### src/rtl/colgen_pkg.sv
`timescale 1ns/1ps
package colgen_pkg;
  localparam int COL_W     = 9;
  localparam int CODE_W    = 3;
  localparam int MAX_LOG2  = 3;  // largest fixed burst is 2**MAX_LOG2
  localparam logic [CODE_W-1:0] CODE_FULL = 3'd7;

  typedef enum logic [1:0] {
    CFG_FIXED = 2'd0,
    CFG_FULL  = 2'd1,
    CFG_BAD   = 2'd2
  } cfg_kind_e;
endpackage

### src/rtl/colgen_decode.sv
`timescale 1ns/1ps
module colgen_decode
  import colgen_pkg::*;
#(
  parameter int COLW = COL_W
) (
  input  logic [CODE_W-1:0] len_code,
  input  logic              ilv,
  input  logic              wr_single,
  input  logic              is_write,
  output cfg_kind_e         kind,
  output logic [COLW-1:0]   mask
);
  localparam logic [COLW-1:0] ALL_ONES = '1;

  always_comb begin
    kind = CFG_BAD;
    mask = '0;
    if (len_code == CODE_FULL) begin
      if (!ilv) begin
        kind = CFG_FULL;
        mask = ALL_ONES;
      end
    end else if (len_code[CODE_W-1] == 1'b0) begin
      kind = CFG_FIXED;
      mask = COLW'((32'd1 << len_code[1:0]) - 32'd1);
    end
    if (kind != CFG_BAD && wr_single && is_write) begin
      kind = CFG_FIXED;
      mask = '0;
    end
  end
endmodule

### src/rtl/colgen_addr.sv
`timescale 1ns/1ps
module colgen_addr #(
  parameter int COLW = 9
) (
  input  logic [COLW-1:0] base,
  input  logic [COLW-1:0] idx,
  input  logic [COLW-1:0] mask,
  input  logic            ilv,
  output logic [COLW-1:0] col
);
  logic [COLW-1:0] sum;
  assign sum = base + idx;

  for (genvar b = 0; b < COLW; b++) begin : g_bit
    always_comb begin
      if (!mask[b])
        col[b] = base[b];
      else if (ilv)
        col[b] = base[b] ^ idx[b];
      else
        col[b] = sum[b];
    end
  end
endmodule

### src/rtl/colgen_seq.sv
`timescale 1ns/1ps
module colgen_seq
  import colgen_pkg::*;
#(
  parameter int COLW = COL_W
) (
  input  logic            clk,
  input  logic            rst_n,
  input  logic            start,
  input  cfg_kind_e       kind,
  input  logic [COLW-1:0] mask_in,
  input  logic            ilv_in,
  input  logic            ap_in,
  input  logic [COLW-1:0] col_in,
  input  logic            term,
  output logic            act,
  output logic [COLW-1:0] idx,
  output logic [COLW-1:0] mask,
  output logic            full,
  output logic            ilv,
  output logic            ap,
  output logic [COLW-1:0] base,
  output logic            err
);
  logic            act_d, err_d, load_en, adv_en;
  logic [COLW-1:0] idx_d;
  logic            at_end;

  assign at_end = !full && (idx == mask);

  always_comb begin
    act_d   = act;
    idx_d   = idx;
    err_d   = 1'b0;
    load_en = 1'b0;
    adv_en  = 1'b0;
    if (start) begin
      if (kind == CFG_BAD) begin
        act_d = 1'b0;
        err_d = 1'b1;
      end else begin
        act_d   = 1'b1;
        idx_d   = '0;
        load_en = 1'b1;
      end
    end else if (act) begin
      if (term || at_end) begin
        act_d = 1'b0;
      end else begin
        adv_en = 1'b1;
        idx_d  = idx + 1'b1;
      end
    end
  end

  always_ff @(posedge clk or negedge rst_n) begin
    if (!rst_n) begin
      act <= 1'b0;
      err <= 1'b0;
      idx <= '0;
    end else begin
      act <= act_d;
      err <= err_d;
      if (load_en || adv_en) idx <= idx_d;
    end
  end

  always_ff @(posedge clk or negedge rst_n) begin
    if (!rst_n) begin
      mask <= '0;
      full <= 1'b0;
      ilv  <= 1'b0;
      ap   <= 1'b0;
      base <= '0;
    end else if (load_en) begin
      mask <= mask_in;
      full <= (kind == CFG_FULL);
      ilv  <= ilv_in;
      ap   <= ap_in;
      base <= col_in;
    end
  end
endmodule

### src/rtl/sdram_burst_colgen.sv
`timescale 1ns/1ps
module sdram_burst_colgen
  import colgen_pkg::*;
#(
  parameter int COLW = COL_W
) (
  input  logic              clk,
  input  logic              rst_n,
  input  logic [CODE_W-1:0] mode_len,
  input  logic              mode_ilv,
  input  logic              mode_wr_single,
  input  logic              start,
  input  logic              start_write,
  input  logic              start_ap,
  input  logic [COLW-1:0]   start_col,
  input  logic              term,
  output logic              beat_vld,
  output logic [COLW-1:0]   beat_col,
  output logic [COLW-1:0]   beat_idx,
  output logic              beat_last,
  output logic              ap_ok,
  output logic              cfg_err
);
  cfg_kind_e       kind;
  logic [COLW-1:0] dec_mask, q_mask, q_base, q_idx;
  logic            q_act, q_full, q_ilv, q_ap, q_err;

  colgen_decode #(.COLW(COLW)) u_dec (
    .len_code (mode_len),
    .ilv      (mode_ilv),
    .wr_single(mode_wr_single),
    .is_write (start_write),
    .kind     (kind),
    .mask     (dec_mask)
  );

  colgen_seq #(.COLW(COLW)) u_seq (
    .clk    (clk),
    .rst_n  (rst_n),
    .start  (start),
    .kind   (kind),
    .mask_in(dec_mask),
    .ilv_in (mode_ilv),
    .ap_in  (start_ap),
    .col_in (start_col),
    .term   (term),
    .act    (q_act),
    .idx    (q_idx),
    .mask   (q_mask),
    .full   (q_full),
    .ilv    (q_ilv),
    .ap     (q_ap),
    .base   (q_base),
    .err    (q_err)
  );

  colgen_addr #(.COLW(COLW)) u_addr (
    .base(q_base),
    .idx (q_idx),
    .mask(q_mask),
    .ilv (q_ilv),
    .col (beat_col)
  );

  assign beat_vld  = q_act;
  assign beat_idx  = q_idx;
  assign beat_last = q_act && !q_full && (q_idx == q_mask);
  assign ap_ok     = beat_last && q_ap;
  assign cfg_err   = q_err;
endmodule

### config.mk
export PLATFORM = sky130hd
export DESIGN_NAME = sdram_burst_colgen
export DESIGN_NICKNAME = d
export VERILOG_FILES = /design/src/rtl/colgen_pkg.sv /design/src/rtl/colgen_decode.sv /design/src/rtl/colgen_addr.sv /design/src/rtl/colgen_seq.sv /design/src/rtl/sdram_burst_colgen.sv
export SDC_FILE = /design/constraint.sdc
export NUM_CORES = 1
export LEC_CHECK = 0
export BUFFER_PORTS_ARGS = -buffer_cell sky130_fd_sc_hd__buf_2
export CAP_MARGIN = 20
export CORE_ASPECT_RATIO = 0.8
export CORE_MARGIN = 2
export CORE_UTILIZATION = 40
export DETAILED_ROUTE_END_ITERATION = 8
export GPL_TIMING_DRIVEN = 0
export PLACE_DENSITY = 0.66
export SYNTH_ARGS = -nofsm -noshare
export SYNTH_HDL_FRONTEND = slang
export SYNTH_SLANG_ARGS = --single-unit
### constraint.sdc
create_clock -name clk -period 2.8 [get_ports clk]
set_input_delay 0.7 -clock clk [delete_from_list [all_inputs] [get_ports clk]]
set_output_delay 0.7 -clock clk [all_outputs]
set_load 0.01 [all_outputs]
# Word-level counts from Yosys, hierarchy flattened
# Cells that the tools add are included.
[totals] register_bits=32 inputBits=20 out_inout_bits=22 elab_cells=77
[classes] n_addsub=3 eq_ne=7 shifts=1 n_mux=38 bitwise_logic=9 n_reduce_logical=11
[op_table] operator="9-bit two-way mux" n=8
[op_table] operator="1-bit two-way mux" n=26
[op_table] operator="9-bit by 1-bit adder with 9-bit output, second input constant" n=1
[op_table] operator="9-bit adder" n=1
[op_table] operator="9-bit equality test" n=1
[op_table] operator="1-bit by 2-bit left shift with 9-bit output, first input constant" n=1
[op_table] operator="9-bit by 1-bit subtractor with 9-bit output, second input constant" n=1
[op_table] operator="1-bit bitwise XOR" n=9
[op_table] operator="2-bit two-way mux" n=4
[op_table] operator="1-bit logical AND" n=6
[op_table] operator="2-bit != test, second input constant" n=3
[op_table] operator="4-bit AND reduction" n=1
[op_table] operator="3-bit equality test, second input constant" n=1
[op_table] operator="2-bit by 1-bit equality test with 1-bit output, second input constant" n=1
[op_table] operator="2-bit equality test, second input constant" n=1
[op_table] operator="1-bit logical OR" n=2
[op_table] operator="2-bit nonzero test" n=1
[op_table] operator="1-bit logical NOT" n=1

# Longest topological paths before layout
[logic_depth] depth_word=11 depth_mapped=7 ltp_nobuf=7

# By module
# Synthesis repeated with hierarchy kept, for this count alone.
[hier_totals] cells_unflattened=219 hier_area_um2=2240.9
[by_module_without_submodules] module="colgen_seq" instances=1 cells_per_inst=118 area_each_um2=1495.2 seq_area_each_um2=800.8
[by_module_without_submodules] module="colgen_addr" instances=1 cells_per_inst=64 area_each_um2=469.2 seq_area_each_um2=0.0
[by_module_without_submodules] module="colgen_decode" instances=1 cells_per_inst=22 area_each_um2=156.4 seq_area_each_um2=0.0
[by_module_without_submodules] module="sdram_burst_colgen" instances=1 cells_per_inst=15 area_each_um2=120.1 seq_area_each_um2=0.0

# Worst setup path after synthesis
# OpenSTA, ideal clock, no wires.
[synth_timing] path_kind="register to output" startpoint="register u_seq.idx[0]" endpoint="output port beat_col[8]" arrival_ns=2.109 required_ns=2.100 setup_slack_ns=-0.009 path_stages_with_launch=8 path_buffers=0 path_cell_list="dfrtp_1 ha_1 fa_1 a211oi_1 o21ai_0 and4_1 nor3_1 xnor2_1"
[synth_between] elab_chain_len=3
[synth_rtl] element="start: declaration" line_no="colgen_seq.sv:17" rtl="output logic [COLW-1:0] idx,"
[synth_rtl] element="start signal: assignment" line_no="colgen_seq.sv:64" rtl="if (load_en || adv_en) idx <= idx_d;"
[synth_rtl] element="9-bit adder" line_no="colgen_addr.sv:12" rtl="assign sum = base + idx;"
[synth_rtl] element="1-bit two-way mux" line_no="colgen_addr.sv:18" rtl="else if (ilv)"
[synth_rtl] element="1-bit two-way mux" line_no="colgen_addr.sv:16" rtl="if (!mask[b])"
[synth_rtl] element="end: declaration" line_no="sdram_burst_colgen.sv:18" rtl="output logic [COLW-1:0] beat_col,"
# No other way between the ends.

# Worst setup path in the final report
[layout_timing] startpoint="register u_seq.idx[0]" endpoint="output port beat_col[6]"
# The elaborated chain is that of the path after synthesis.

==> flow_summary.ini <==
[outcome]
status = finished with violations
violations = negative setup slack

[grt]
grt_overflow_total = 0
grt_start_max_net_pins = 31
grt_pass1_wl_mm = 8.40
antenna_found_initial = 0
track_usage_pct = 20.8
grt_pass1_vias = 1663

[power]
finalPower_mw = 1.23
switching_power_uw = 404
p_per_area_nw_per_um2 = 487
pwr-share-clk_pct = 28.6
swShare_pct = 32.7
internal_power_uw = 830
ir_drop_mv = 0.306
seq_power_share_pct = 43.5
p_leak_nw = 1.26
comb_power_share_pct = 27.9

[final_layout]
drive_gt1_share_pct = 28.2
fin_util_pct = 54.1
diodes = 0
area_delta_synth_final_pct = 28.4
fin_nets = 326

[placed_design]
gp_congestion = 0.906
place_hpwl_mm = 3.79
numPortBuffers = 41

[critical_path]
critical_path_class = reg2out
path_cells = ha_4 > fa_2 > a211oi_4 > buf_4 > o21bai_1 > a21oi_1 > o21ai_1 > a31oi_1 > buf_2
slowest_stage = dfrtp_2
worstPathArrival_ns = 2.30
timing.critical_path.buf_inv = 2
crit_path_max_fanout = 2
start_kind = flop
cp_top_family = compound AO/OA/AOI/OAI gates
required_ns = 2.10
endpoint_kind = output port
crit_path_max_incr_delay_ns = 0.43

[route]
wl_per_cell_microns = 15.0
drcViolationCount = 0
drt-initial-drc-count = 110
vias = 1926
wirelength_mm = 5.31
firstDrtPassIters = 5
ant_nets = 0
via_per_inst = 5.44

[timing]
fin_ws_ns = -0.202
tightest_slew_ns = 0.671
finClkSkew_ns = 0.00618
setup_viol = 4
period_share_pct = 107
hold_ws_ns = 0.442
drv_slew = 0
min_period_ns = 3.00
rsz0062_at_grt = yes
maxSlewHeadroom_pct = 55.3
max_freq_mhz = 333
hold_violations = 0

[cts]
cts_htree_levels = 2
clk_pin_slew_ns = 0.06
clock_latency_ns = 0.29
clk_path_buf_depth = 2
clock_sinks = 30
cts_buffers = 5
root_buffer = clkbuf_8
cts_tree = done

[yosys]
synth_edf_count = 0
syn_nets = 266
synth_ff_type = dfrtp_1
synth_area_per_cell_sq_um = 8.43
ys_warn_count = 0
synth_cell_type_count = 40
synth_cells = 234
syn_area_sq_um = 1970
async_reset_ff_share_pct = 100
synth.yosys.seq_area_share_pct = 38.0
synth_seq_cells = 30

[floorplanning]
fp.dieH_microns = 66.8
rows = 22
dieArea_sq_um = 5510
start_util_pct = 42.2
pin_count = 42
dieWidth_microns = 82.5
core_area_sq_um = 4680

[worst_hold_path]
hold_class = in2async

[flow_run]
cap_violations = 0
metrics by stage:
step                      area (sq um)  setup TNS [ns]  std cells  setup slack (ns)
after global placement            2250          -0.338        335            -0.299
final                             2530          -0.554        354            -0.202
after floorplan                   1970               0        234            0.0247
after CTS                         2410          -0.556        346            -0.224
after detailed placement          2250          -0.406        335            -0.354
after global routing              2530           -1.07        354            -0.348
power by group through the flow:
stage,Sequential [mW],Combinational [mW],Clock (mW)
2_1_floorplan,0.529,0.200,0
3_3_place_gp,0.541,0.298,0
3_5_place_dp,0.543,0.304,0
4_1_cts,0.534,0.323,0.360
5_1_grt,0.544,0.388,0.378
6_report,0.537,0.345,0.353
Yosys cell counts, types with 5 or more instances:
master / number / area (sq um)
a21oi_1: 20 / 100
clkbuf_1: 7 / 26.3
dfrtp_1: 30 / 751
ha_1: 11 / 138
inv_1: 5 / 18.8
mux2i_1: 5 / 50.1
nand2_1: 52 / 195
nand3b_1: 5 / 37.5
nor2_1: 16 / 60.1
o21ai_0: 11 / 55.1
xor2_1: 7 / 61.3
registers in the layout (all words and copies together), names as in the netlist:
signal / cells
u_seq.act: 1
u_seq.ap: 1
u_seq.base: 9
u_seq.err: 1
u_seq.full: 1
u_seq.idx: 9
u_seq.ilv: 1
u_seq.mask: 7
cells in the final DEF (no fill, tap or decap), types with 4 or more instances in the layout:
cell type / netlist / final
dfrtp_1: 30 / 24
dfrtp_2: 0 / 6
clkbuf_1: 7 / 7
or3_1: 4 / 4
nand3b_1: 5 / 5
a21oi_1: 20 / 20
xnor2_1: 4 / 4
ha_4: 0 / 4
o21ai_0: 11 / 9
clkbuf_8: 0 / 6
nor2_1: 16 / 16
buf_4: 0 / 13
nand2b_1: 4 / 4
inv_1: 5 / 5
ha_1: 11 / 7
nand2_1: 52 / 51
xor2_1: 7 / 7
a31oi_1: 4 / 4
buf_2: 0 / 41
mux2i_1: 5 / 5
area by class of cell:
type,count,area [sq um]
timing repair buffer,53,295
inverter,5,18.8
sequential,30,758
tap,60,75.1
multi-input combinational,192,1270
clock buffer,7,86.3
buffer,7,30.0
fill,462,2150
timing repair:
item | CTS | global route
hold buffers | 0 | 0
gates resized for setup | 11 | 16
endpoints found under the setup margin | 8 | 8
buffers inserted | 4 | 8
pin swaps | 8 | 9
hold endpoints to repair | 0 | 0
logic make-up after synthesis:
| group | Yosys count | synth area share (%) |
|---|---|---|
| mux | 6 | 3.11 |
| flops | 30 | 38.0 |
| fa+ha+maj | 12 | 7.99 |
| xor+xnor | 11 | 4.88 |
| compound gates | 56 | 17.9 |
| simple gates | 107 | 25.8 |
| buf+inv | 12 | 2.28 |
worst paths after layout:
kind	slack, ns	end	cells after the start	startpoint
max	-0.20	beat_col[6]	9	u_seq.idx[0]
min	0.44	u_seq.idx[2]	1	rst_n
max reg2reg	0.85	u_seq.idx[8]	8	u_seq.idx[4]
min reg2reg	0.49	u_seq.ap	2	u_seq.ap
max in group asynchronous	1.88	u_seq.idx[3]	1	rst_n
min in group clk	0.49	u_seq.ap	2	u_seq.ap
per-layer routing:
| metal | up-vias | wire length [microns] | global-route usage, % |
|---|---|---|---|
| met4 | 0 | 56 | 4.92 |
| met2 | 45 | 2310 | 29.7 |
| met3 | 6 | 325 | 6.50 |
| li1 | 956 | - | - |
| met5 | - | 0 | 0 |
| met1 | 919 | 2620 | 30.5 |
No activity file was read; power rests on OpenSTA's default activity.
